--- src/rtl/mii4b5b_pkg.sv ---
package mii4b5b_pkg;

   localparam int NIB_W = 4;
   localparam int SYM_W = 5;

   typedef logic [SYM_W-1:0] sym_t;
   typedef logic [NIB_W-1:0] nib_t;

   localparam sym_t SYM_IDLE = 5'b11111;
   localparam sym_t SYM_J    = 5'b11000;
   localparam sym_t SYM_K    = 5'b10001;
   localparam sym_t SYM_T    = 5'b01101;
   localparam sym_t SYM_R    = 5'b00111;
   localparam sym_t SYM_HALT = 5'b00100;

   // Framing phase: what the previous sampling edge emitted.
   typedef enum logic [1:0] {
      FS_IDLE   = 2'd0,
      FS_SENT_J = 2'd1,
      FS_BODY   = 2'd2,
      FS_SENT_T = 2'd3
   } fstate_t;

   function automatic sym_t enc_nibble(input nib_t n);
      sym_t s;
      case (n)
         4'h0: s = 5'b11110;
         4'h1: s = 5'b01001;
         4'h2: s = 5'b10100;
         4'h3: s = 5'b10101;
         4'h4: s = 5'b01010;
         4'h5: s = 5'b01011;
         4'h6: s = 5'b01110;
         4'h7: s = 5'b01111;
         4'h8: s = 5'b10010;
         4'h9: s = 5'b10011;
         4'hA: s = 5'b10110;
         4'hB: s = 5'b10111;
         4'hC: s = 5'b11010;
         4'hD: s = 5'b11011;
         4'hE: s = 5'b11100;
         default: s = 5'b11101;
      endcase
      return s;
   endfunction

   // True when a code already carries meaning on the line.
   function automatic bit is_reserved(input sym_t s);
      bit hit;
      hit = (s == SYM_IDLE) || (s == SYM_J) || (s == SYM_K) ||
            (s == SYM_T) || (s == SYM_R) || (s == SYM_HALT);
      for (int i = 0; i < (1 << NIB_W); i++) begin
         if (enc_nibble(nib_t'(i)) == s) hit = 1'b1;
      end
      return hit;
   endfunction

endpackage

--- src/rtl/m4b5b_map.sv ---
module m4b5b_map
   import mii4b5b_pkg::*;
#(
   parameter int IN_W  = 4,
   parameter int OUT_W = 5
) (
   input  logic [IN_W-1:0]  nib_i,
   output logic [OUT_W-1:0] sym_o
);

   generate
      if (IN_W != NIB_W || OUT_W != SYM_W) begin : g_bad_width
         $error("m4b5b_map: widths must be 4 in and 5 out");
      end
   endgenerate

   always_comb begin
      sym_o = enc_nibble(nib_i);
   end

endmodule

--- src/rtl/m4b5b_err_sel.sv ---
module m4b5b_err_sel
   import mii4b5b_pkg::*;
#(
   parameter sym_t ALT_CODE = 5'b00000
) (
   input  logic tx_er_i,
   input  logic slow_i,
   input  logic alt_i,
   output logic hit_o,
   output sym_t code_o
);

   generate
      if (is_reserved(ALT_CODE)) begin : g_bad_alt
         $error("m4b5b_err_sel: alternate invalid code collides with a used code");
      end
   endgenerate

   always_comb begin
      hit_o  = tx_er_i & ~slow_i;
      code_o = alt_i ? ALT_CODE : SYM_HALT;
   end

endmodule

--- src/rtl/m4b5b_frame.sv ---
module m4b5b_frame
   import mii4b5b_pkg::*;
(
   input  logic clk,
   input  logic rst,
   input  logic txen_i,
   input  logic err_hit_i,
   input  sym_t err_code_i,
   input  sym_t data_sym_i,
   output sym_t sym_q,
   output logic data_slot_o
);

   fstate_t st, st_nxt;
   sym_t    sym_nxt;
   logic    armed;

   always_comb begin
      st_nxt  = st;
      sym_nxt = SYM_IDLE;
      unique case (st)
         FS_IDLE: begin
            if (txen_i) begin
               sym_nxt = SYM_J;
               st_nxt  = FS_SENT_J;
            end
         end
         FS_SENT_J: begin
            if (txen_i) begin
               sym_nxt = SYM_K;
               st_nxt  = FS_BODY;
            end else begin
               sym_nxt = SYM_T;
               st_nxt  = FS_SENT_T;
            end
         end
         FS_BODY: begin
            if (txen_i) begin
               sym_nxt = err_hit_i ? err_code_i : data_sym_i;
            end else begin
               sym_nxt = SYM_T;
               st_nxt  = FS_SENT_T;
            end
         end
         FS_SENT_T: begin
            sym_nxt = SYM_R;
            st_nxt  = FS_IDLE;
         end
      endcase
   end

   always_ff @(posedge clk) begin
      if (rst) begin
         st    <= FS_IDLE;
         sym_q <= SYM_IDLE;
         armed <= 1'b0;
      end else begin
         st    <= st_nxt;
         sym_q <= sym_nxt;
         armed <= 1'b1;
      end
   end

   assign data_slot_o = (st == FS_BODY);

   p_idle_hold_r2: assert property (@(posedge clk) disable iff (rst)
      armed && $past(st == FS_IDLE && !txen_i) |-> sym_q == SYM_IDLE);

   p_start_j_r3: assert property (@(posedge clk) disable iff (rst)
      armed && $past(st == FS_IDLE && txen_i) |-> sym_q == SYM_J);

   p_then_k_r3: assert property (@(posedge clk) disable iff (rst)
      armed && $past(st == FS_SENT_J && txen_i) |-> sym_q == SYM_K);

   p_end_t_r5: assert property (@(posedge clk) disable iff (rst)
      armed && $past((st == FS_SENT_J || st == FS_BODY) && !txen_i) |-> sym_q == SYM_T);

   p_t_then_r_r5: assert property (@(posedge clk) disable iff (rst)
      armed && $past(sym_q == SYM_T) |-> sym_q == SYM_R);

endmodule

--- src/rtl/m4b5b_pipe.sv ---
module m4b5b_pipe
   import mii4b5b_pkg::*;
#(
   parameter int STAGES = 1
) (
   input  logic clk,
   input  logic rst,
   input  sym_t d_i,
   output sym_t q_o
);

   generate
      if (STAGES < 0 || STAGES > 3) begin : g_bad_depth
         $error("m4b5b_pipe: STAGES must lie in 0..3");
      end
      if (STAGES == 0) begin : g_wire
         assign q_o = d_i;
      end else begin : g_regs
         sym_t sr [STAGES];
         always_ff @(posedge clk) begin
            if (rst) begin
               for (int i = 0; i < STAGES; i++) sr[i] <= SYM_IDLE;
            end else begin
               sr[0] <= d_i;
               for (int i = 1; i < STAGES; i++) sr[i] <= sr[i-1];
            end
         end
         assign q_o = sr[STAGES-1];
      end
   endgenerate

endmodule

--- src/rtl/mii_tx_4b5b_enc.sv ---
module mii_tx_4b5b_enc
   import mii4b5b_pkg::*;
#(
   parameter int   PIPE_EXTRA   = 1,
   parameter sym_t ALT_INV_CODE = 5'b00000
) (
   input  logic       clk,
   input  logic       rst,
   input  logic       tx_en,
   input  logic       tx_er,
   input  logic [3:0] tx_nib,
   input  logic       slow_10m,
   input  logic       err_test_mode,
   output logic [4:0] sym_out
);

   localparam int LATENCY = PIPE_EXTRA + 1;

   sym_t data_sym, err_code, stage1_sym;
   logic err_hit, data_slot;
   logic seen_q, armed_q;

   m4b5b_map #(.IN_W(NIB_W), .OUT_W(SYM_W)) i_map (
      .nib_i (tx_nib),
      .sym_o (data_sym)
   );

   m4b5b_err_sel #(.ALT_CODE(ALT_INV_CODE)) i_err (
      .tx_er_i (tx_er),
      .slow_i  (slow_10m),
      .alt_i   (err_test_mode),
      .hit_o   (err_hit),
      .code_o  (err_code)
   );

   m4b5b_frame i_frame (
      .clk         (clk),
      .rst         (rst),
      .txen_i      (tx_en),
      .err_hit_i   (err_hit),
      .err_code_i  (err_code),
      .data_sym_i  (data_sym),
      .sym_q       (stage1_sym),
      .data_slot_o (data_slot)
   );

   m4b5b_pipe #(.STAGES(PIPE_EXTRA)) i_pipe (
      .clk (clk),
      .rst (rst),
      .d_i (stage1_sym),
      .q_o (sym_out)
   );

   generate
      if (LATENCY < 1) begin : g_bad_lat
         $error("mii_tx_4b5b_enc: latency must be at least one clock");
      end
   endgenerate

   always_ff @(posedge clk) begin
      seen_q  <= 1'b1;
      armed_q <= ~rst;
   end

   p_reset_idle_r1: assert property (@(posedge clk)
      seen_q && $past(rst) |-> sym_out == SYM_IDLE);

   p_halt_sub_r6: assert property (@(posedge clk) disable iff (rst)
      armed_q && $past(data_slot && tx_en && tx_er && !slow_10m && !err_test_mode)
      |-> stage1_sym == SYM_HALT);

   p_alt_sub_r7: assert property (@(posedge clk) disable iff (rst)
      armed_q && $past(data_slot && tx_en && tx_er && !slow_10m && err_test_mode)
      |-> stage1_sym == ALT_INV_CODE);

   p_slow_ignores_er_r8: assert property (@(posedge clk) disable iff (rst)
      armed_q && $past(data_slot && tx_en && slow_10m)
      |-> stage1_sym == enc_nibble($past(tx_nib)));

   p_data_map_r4: assert property (@(posedge clk) disable iff (rst)
      armed_q && $past(data_slot && tx_en && !tx_er)
      |-> stage1_sym == enc_nibble($past(tx_nib)));

endmodule

--- config.mk ---
export PLATFORM = sky130hd
export DESIGN_NAME = mii_tx_4b5b_enc
export DESIGN_NICKNAME = d
export VERILOG_FILES = /design/src/rtl/mii4b5b_pkg.sv /design/src/rtl/m4b5b_map.sv /design/src/rtl/m4b5b_err_sel.sv /design/src/rtl/m4b5b_frame.sv /design/src/rtl/m4b5b_pipe.sv /design/src/rtl/mii_tx_4b5b_enc.sv
export SDC_FILE = /design/constraint.sdc
export NUM_CORES = 1
export LEC_CHECK = 0
export BUFFER_PORTS_ARGS = -buffer_cell sky130_fd_sc_hd__clkbuf_2
export CORE_AREA = 10 10 47 49
export DETAILED_ROUTE_END_ITERATION = 16
export DIE_AREA = 0 0 57 59
export PLACE_DENSITY_LB_ADDON = 0.3
export SLEW_MARGIN = 20
export SYNTH_ARGS = -nofsm -noshare
export SYNTH_HDL_FRONTEND = slang
export SYNTH_SLANG_ARGS = --single-unit
export TNS_END_PERCENT = 10
--- constraint.sdc ---
create_clock -name clk -period 2.7 [get_ports clk]
set_clock_uncertainty 0.15 [all_clocks]
set_input_delay 0.27 -clock clk [delete_from_list [all_inputs] [get_ports clk]]
set_output_delay 0.27 -clock clk [all_outputs]
set_load 0.01 [all_outputs]
==> flow_summary.yaml, run 1 <==
timing:
  tns_ps: 0
  fin_crit_sh_pct: 60.9
  fin_crit_ps: 1640
  tightest_slew_ps: 309
  rsz0062_at_grt: "false"
  whs_ps: 161
  maxSlewHeadroom_pct: 79.0
  fmax_mhz: 608
  setup_viol: 0
  drv_slew: 0
  hold_viol: 0
cells_and_area:
  layout.nets: 94
  drive_gt1_share_pct: 35.9
  fin_cells: 94
  fin_area_um2: 691
  fin_util_pct: 49.3
  area_growth_syn_to_layout_pct: 21.6
  antenna_cells: 0
drt:
  routed-via-count: 475
  drc: 0
  dr.pass1.iters: 4
  drt-total-wl_mm: 1.09
  via_per_inst: 5.05
  drt-initial-drc-count: 6
  avgRoutedWirePerCell_um: 11.6
  final_antenna_net_count: 0
clock_tree:
  clock-sinks: 12
  postCtsSetupRepairBufs: 0
  clk_latency_ps: 260
  clock_path_buffers: 2
  ctsResizeCount: 0
  root_buffer: "clkbuf_4"
  cts_tree: "yes"
  cts-htree-levels: 1
  postCtsHoldBufs: 0
  clkTransAtPathRegs_ps: 70
  cts_buffers: 3
power:
  p_seq_share_pct: 38.3
  ir_worst_vdd_mv: 0.387
  internal_power_uw: 444
  power_density_nw_per_um2: 987
  pwr-share-comb_pct: 41.8
  p_clk_share_pct: 19.9
  p_leak_uw: 0.000302
  switchingPower_uw: 237
  swShare_pct: 34.8
global_route:
  first_global_vias: 460
  grt_overflow: 0
  grt_max_degree: 11
  grt_first_pass_wirelength_mm: 1.85
  antenna_found_initial: 0
  track_usage_pct: 6.71
worst_setup_path:
  cpMaxStageDelayCell: "dfxtp_1"
  path_class: "reg2reg"
  cp_cell_sequence: "inv_1 > ha_1 > mux2i_2 > o21ai_2 > a221oi_2"
  crit_fanout: 8
  cpPeakStageDelay_ps: 360
  worstPathRequired_ps: 2730
  arrival_ps: 1670
  cp-start-kind: "flop"
  end_kind: "flop"
yosys:
  synth-seq-cells: 12
  synthFlopType: "dfxtp_1"
  synth.top_cell.area_share_pct: 42.3
  ys_top_cells_by_count: "dfxtp_1 (12), nor2_1 (8), ha_1 (5), or2_2 (5)"
  yosysWarnings: 0
  synth.area.top_cells: "dfxtp_1 (42%), ha_1 (11%), or2_2 (5.5%)"
  synth_area_leader_cell: "dfxtp_1"
  synth-edff-count: 0
  netlist_area_um2: 568
  synth.distinct_cells: 27
  synth_fp_nets: 76
  postSynthAreaPerCell_um2: 9.31
  yosysMostFrequentCell: "dfxtp_1"
  synth_cells: 61
  async_flop_share_pct: 0
  seq_area_frac_synth_pct: 42.3
placed_design:
  place_area_um2: 654
  place_inst: 90
  gp_congestion: 0.760
  io_buffer_count: 14
  dpl.hpwl_um: 865
floorplanning:
  die_area_um2: 3360
  die_y_um: 59
  num_rows: 14
  ios: 15
  die_w_um: 57
  coreArea_um2: 1400
  initial_utilization_pct: 40.5
run:
  cap_violations: 0
status:
  status: "finished clean"
min_path:
  worstHoldPathType: "in2reg"
## critical path: cells and delay by family, from the launching register on
| kind | cells | cell delay (ps) |
|---|---|---|
| AO/OA/AOI/OAI | 2 | 320 |
| adder cells (fa/ha/maj) | 1 | 310 |
| buffers and inverters | 1 | 120 |
| multiplexers | 1 | 310 |
| flip-flops | 1 | 360 |
## cell usage in the layout (no fill, tap or decap), drive strengths merged, types with 2 or more instances in the layout
cell,count
a31oi,3
nor2,8
o21ai,5
clkbuf,18
a21oi,2
nand2,2
or2,5
dfxtp,12
o211ai,2
inv,3
ha,5
## cell families after synthesis
family / count (synthesis) / share of synthesized area, %
AND/OR/NAND/NOR: 20 / 17.6
AO/OA/AOI/OAI: 19 / 24.0
flip-flops: 12 / 42.3
adder cells (fa/ha/maj): 5 / 11.0
buffers and inverters: 4 / 2.64
multiplexers: 1 / 2.42
## stage by stage
step | power (µW) | setup slack [ps]
floorplan | 484 | 1220
finish | 682 | 1060
CTS | 690 | 1070
detailed placement | 549 | 1080
global route | 736 | 987
global placement | 546 | 1130
## routing by layer
| metal | vias up | wire length [µm] | GRT usage (%) |
|---|---|---|---|
| met1 | 201 | 525 | 7.28 |
| met3 | 2 | 74 | 1.72 |
| met4 | 0 | 24 | 7.05 |
| li1 | 253 | - | - |
| met2 | 19 | 469 | 10.1 |
| met5 | - | 0 | 0 |
## power groups by stage
| stage | sequential (µW) | clock [µW] | combinational (µW) |
|---|---|---|---|
| 2_1_floorplan | 269 | 0 | 214 |
| 3_3_place_gp | 263 | 0 | 283 |
| 3_5_place_dp | 266 | 0 | 283 |
| 4_1_cts | 262 | 143 | 285 |
| 5_1_grt | 266 | 150 | 319 |
| 6_report | 261 | 136 | 285 |
## final cells by class
cell class,count,area [µm²]
flip-flops and latches,12,240
well taps,16,20.0
fillers,146,711
repair buffers,14,70.1
inverters,3,11.3
multi-input cells,45,313
clock buffers,4,36.3
## sequential cells by signal, indices dropped and copies added, names as in the netlist
signal / count
i_frame.st: 2
i_frame.sym_q: 5
i_pipe.g_regs.sr: 5
## path summary, 6_finish.rpt
path / from / end / slack (ps) / cells after the start
hold / removal: rst / i_frame.st[0] / 160 / 2
hold reg to reg: i_frame.sym_q[1] / i_pipe.g_regs.sr[0][1] / 260 / 1
setup / recovery: i_frame.st[0] / i_frame.st[0] / 1060 / 5
setup reg to reg: i_frame.st[0] / i_frame.st[0] / 1060 / 5
No activity file was read; power rests on OpenSTA's default activity.
==> inputs of run 2 (changes only) <==
- ABC_AREA: unset -> 1
- clock period: 2.7 -> 1.59 ns (I/O delays scaled with it)
==> flow_summary.yaml, run 2 <==
drt:
  drc: 0
  drt-initial-drc-count: 2
  via_per_inst: 4.68
  routed-via-count: 543
  avgRoutedWirePerCell_um: 9.97
  dr.pass1.iters: 2
  drt-total-wl_mm: 1.16
  final_antenna_net_count: 0
worst_setup_path:
  r2r-start: "i_frame.st[0]"
  worstPathRequired_ps: 1590
  cp_top_family: "flip-flops"
  ff2ff_path_depth: 6
  crit_fanout: 5
  path_class: "reg2reg"
  critical_path_buf_inv_count: 1
  cpMaxStageDelayCell: "dfxtp_1"
  cp-start-kind: "flop"
  end_kind: "flop"
  r2r_end: "i_frame.st[0]"
  cpPeakStageDelay_ps: 390
  arrival_ps: 1440
  regToRegSetupSlack_ps: 150
  cp_cell_sequence: "inv_1 > ha_1 > nand2_2 > nand2_1 > o21ai_0 > a21oi_1"
yosys:
  synthXorXnorAreaFrac_pct: 0
  synth_cells: 82
  yosys.area_share.simple_pct: 31.5
  yosysWarnings: 0
  synth.top_cell.area_share_pct: 40.6
  seq_area_frac_synth_pct: 40.6
  synth_compound_area_share_pct: 9.73
  netlist_area_um2: 592
  synth-edff-count: 0
  yosysMostFrequentCell: "nand2_1"
  yosys.area_share.adder_pct: 10.6
  synth.distinct_cells: 13
  synth_mux_area_share_pct: 0
  synthFlopType: "dfxtp_1"
  synth.area.top_cells: "dfxtp_1 (41%), nand2_1 (13%), ha_1 (11%)"
  synth-seq-cells: 12
  postSynthAreaPerCell_um2: 7.22
  synth_area_leader_cell: "dfxtp_1"
  async_flop_share_pct: 0
  synth_top_family_by_area: "simple AND/OR/NAND/NOR gates"
  ys_top_cells_by_count: "nand2_1 (20), dfxtp_1 (12), inv_1 (10)"
  synth_fp_nets: 97
cells_and_area:
  reg_top3: "i_frame.sym_q: 5 flops, i_pipe.g_regs.sr: 5 flops, i_frame.st: 2 flops"
  layout.nets: 116
  final_cell_mix: "nand2_1 (20), clkbuf_2 (14), dfxtp_1 (12)"
  drive_gt1_share_pct: 28.0
  fin_util_pct: 51.2
  final_common_cell: "nand2_1"
  antenna_cells: 0
  area_growth_syn_to_layout_pct: 21.4
  fin_area_um2: 718
floorplanning:
  die_area_um2: 3360
  num_rows: 14
  die_w_um: 57
  coreArea_um2: 1400
  die_y_um: 59
  initial_utilization_pct: 42.2
  ios: 15
timing:
  maxSlewHeadroom_pct: 85.2
  fmax_mhz: 697
  drv_slew: 0
  setup_viol: 0
  fin_crit_ps: 1440
  fin_crit_sh_pct: 90.3
  finalWorstSetupSlack_ps: 155
  tightest_slew_ps: 221
  rsz0062_at_grt: "false"
  tns_ps: 0
  hold_viol: 0
min_path:
  worstHoldPathType: "in2reg"
  holdPathEnd: "i_frame.st[0]"
  hold_path_depth: 2
  worstHoldStart: "rst"
global_route:
  grt_overflow: 0
  first_global_vias: 494
  antenna_found_initial: 0
  grt_max_degree: 10
  track_usage_pct: 7.09
  grt_first_pass_wirelength_mm: 1.95
clock_tree:
  clock-sinks: 12
  ctsResizeCount: 0
  cts_buffers: 3
  clk_latency_ps: 260
  root_buffer: "clkbuf_4"
  cts_tree: "yes"
  clock_path_buffers: 2
  postCtsHoldBufs: 0
  postCtsSetupRepairBufs: 0
  clkTransAtPathRegs_ps: 70
  cts-htree-levels: 1
power:
  ir_worst_vdd_mv: 0.718
  p_leak_uw: 0.000372
  power_density_nw_per_um2: 1490
placed_design:
  pre_cts_ws_ps: 169
  dpl.hpwl_um: 973
  io_buffer_count: 14
  place_area_um2: 682
  gp_congestion: 0.875
status:
  status: "finished clean"
run:
  cap_violations: 0
run 2: changes by cell type in the layout (fill, tap and decap cells not counted), moves of 3 or more:
cell,before,now
o21ai_0,3,6
nand2_1,2,20
inv_1,2,10
a31oi_1,3,0
nand3_1,0,5
nand2_2,0,3
run 2: cell type report:
type / instances / area [µm²]
Sequential cell: 12 / 240
Inverter: 12 / 45.0
Fill cell: 158 / 683
Timing Repair Buffer: 14 / 70.1
Multi-Input combinational cell: 58 / 307
Clock buffer: 4 / 36.3
Tap cell: 16 / 20.0
run 2: layer usage:
layer / vias up / routed length [µm] / GRT usage [%]
li1: 294 / - / -
met1: 242 / 489 / 6.41
met2: 7 / 612 / 14.0
met3: 0 / 55 / 4.29
met4: 0 / 0 / 0
met5: - / 0 / 0
run 2: worst max-delay path by stage:
stage / start / end / slack, ps / depth (start not counted)
3_3_place_gp: i_frame.st[0] / i_frame.st[0] / 210 / 6
3_5_place_dp: i_frame.st[0] / i_frame.st[0] / 170 / 6
5_1_grt: i_frame.st[0] / i_frame.sym_q[3] / 4 / 6
4_1_cts: i_frame.st[0] / i_frame.st[0] / 160 / 6
2_1_floorplan: i_frame.st[0] / i_frame.st[0] / 280 / 6
6_report: i_frame.st[0] / i_frame.st[0] / 150 / 6
run 2: cells by family (layout without fill, tap and decap cells):
family | after synthesis | in the layout
simple gates | 42 | 42
flops | 12 | 12
buf+inv | 12 | 30
compound gates | 11 | 11
fa+ha+maj | 5 | 5
run 2: where the power goes:
group          total [µW]  internal (µW)  switching, µW
sequential            433            397           35.8
clock                 231            139           92.1
combinational         404            164            241
total                1070            700            368
run 2: through the flow:
step	cells	power, µW	hold WS, ps
5_1_grt	116	1180	24.1
3_3_place_gp	112	840	241
6_report	116	1070	28.2
3_5_place_dp	112	849	244
2_1_floorplan	82	742	78.1
4_1_cts	116	1090	24.0
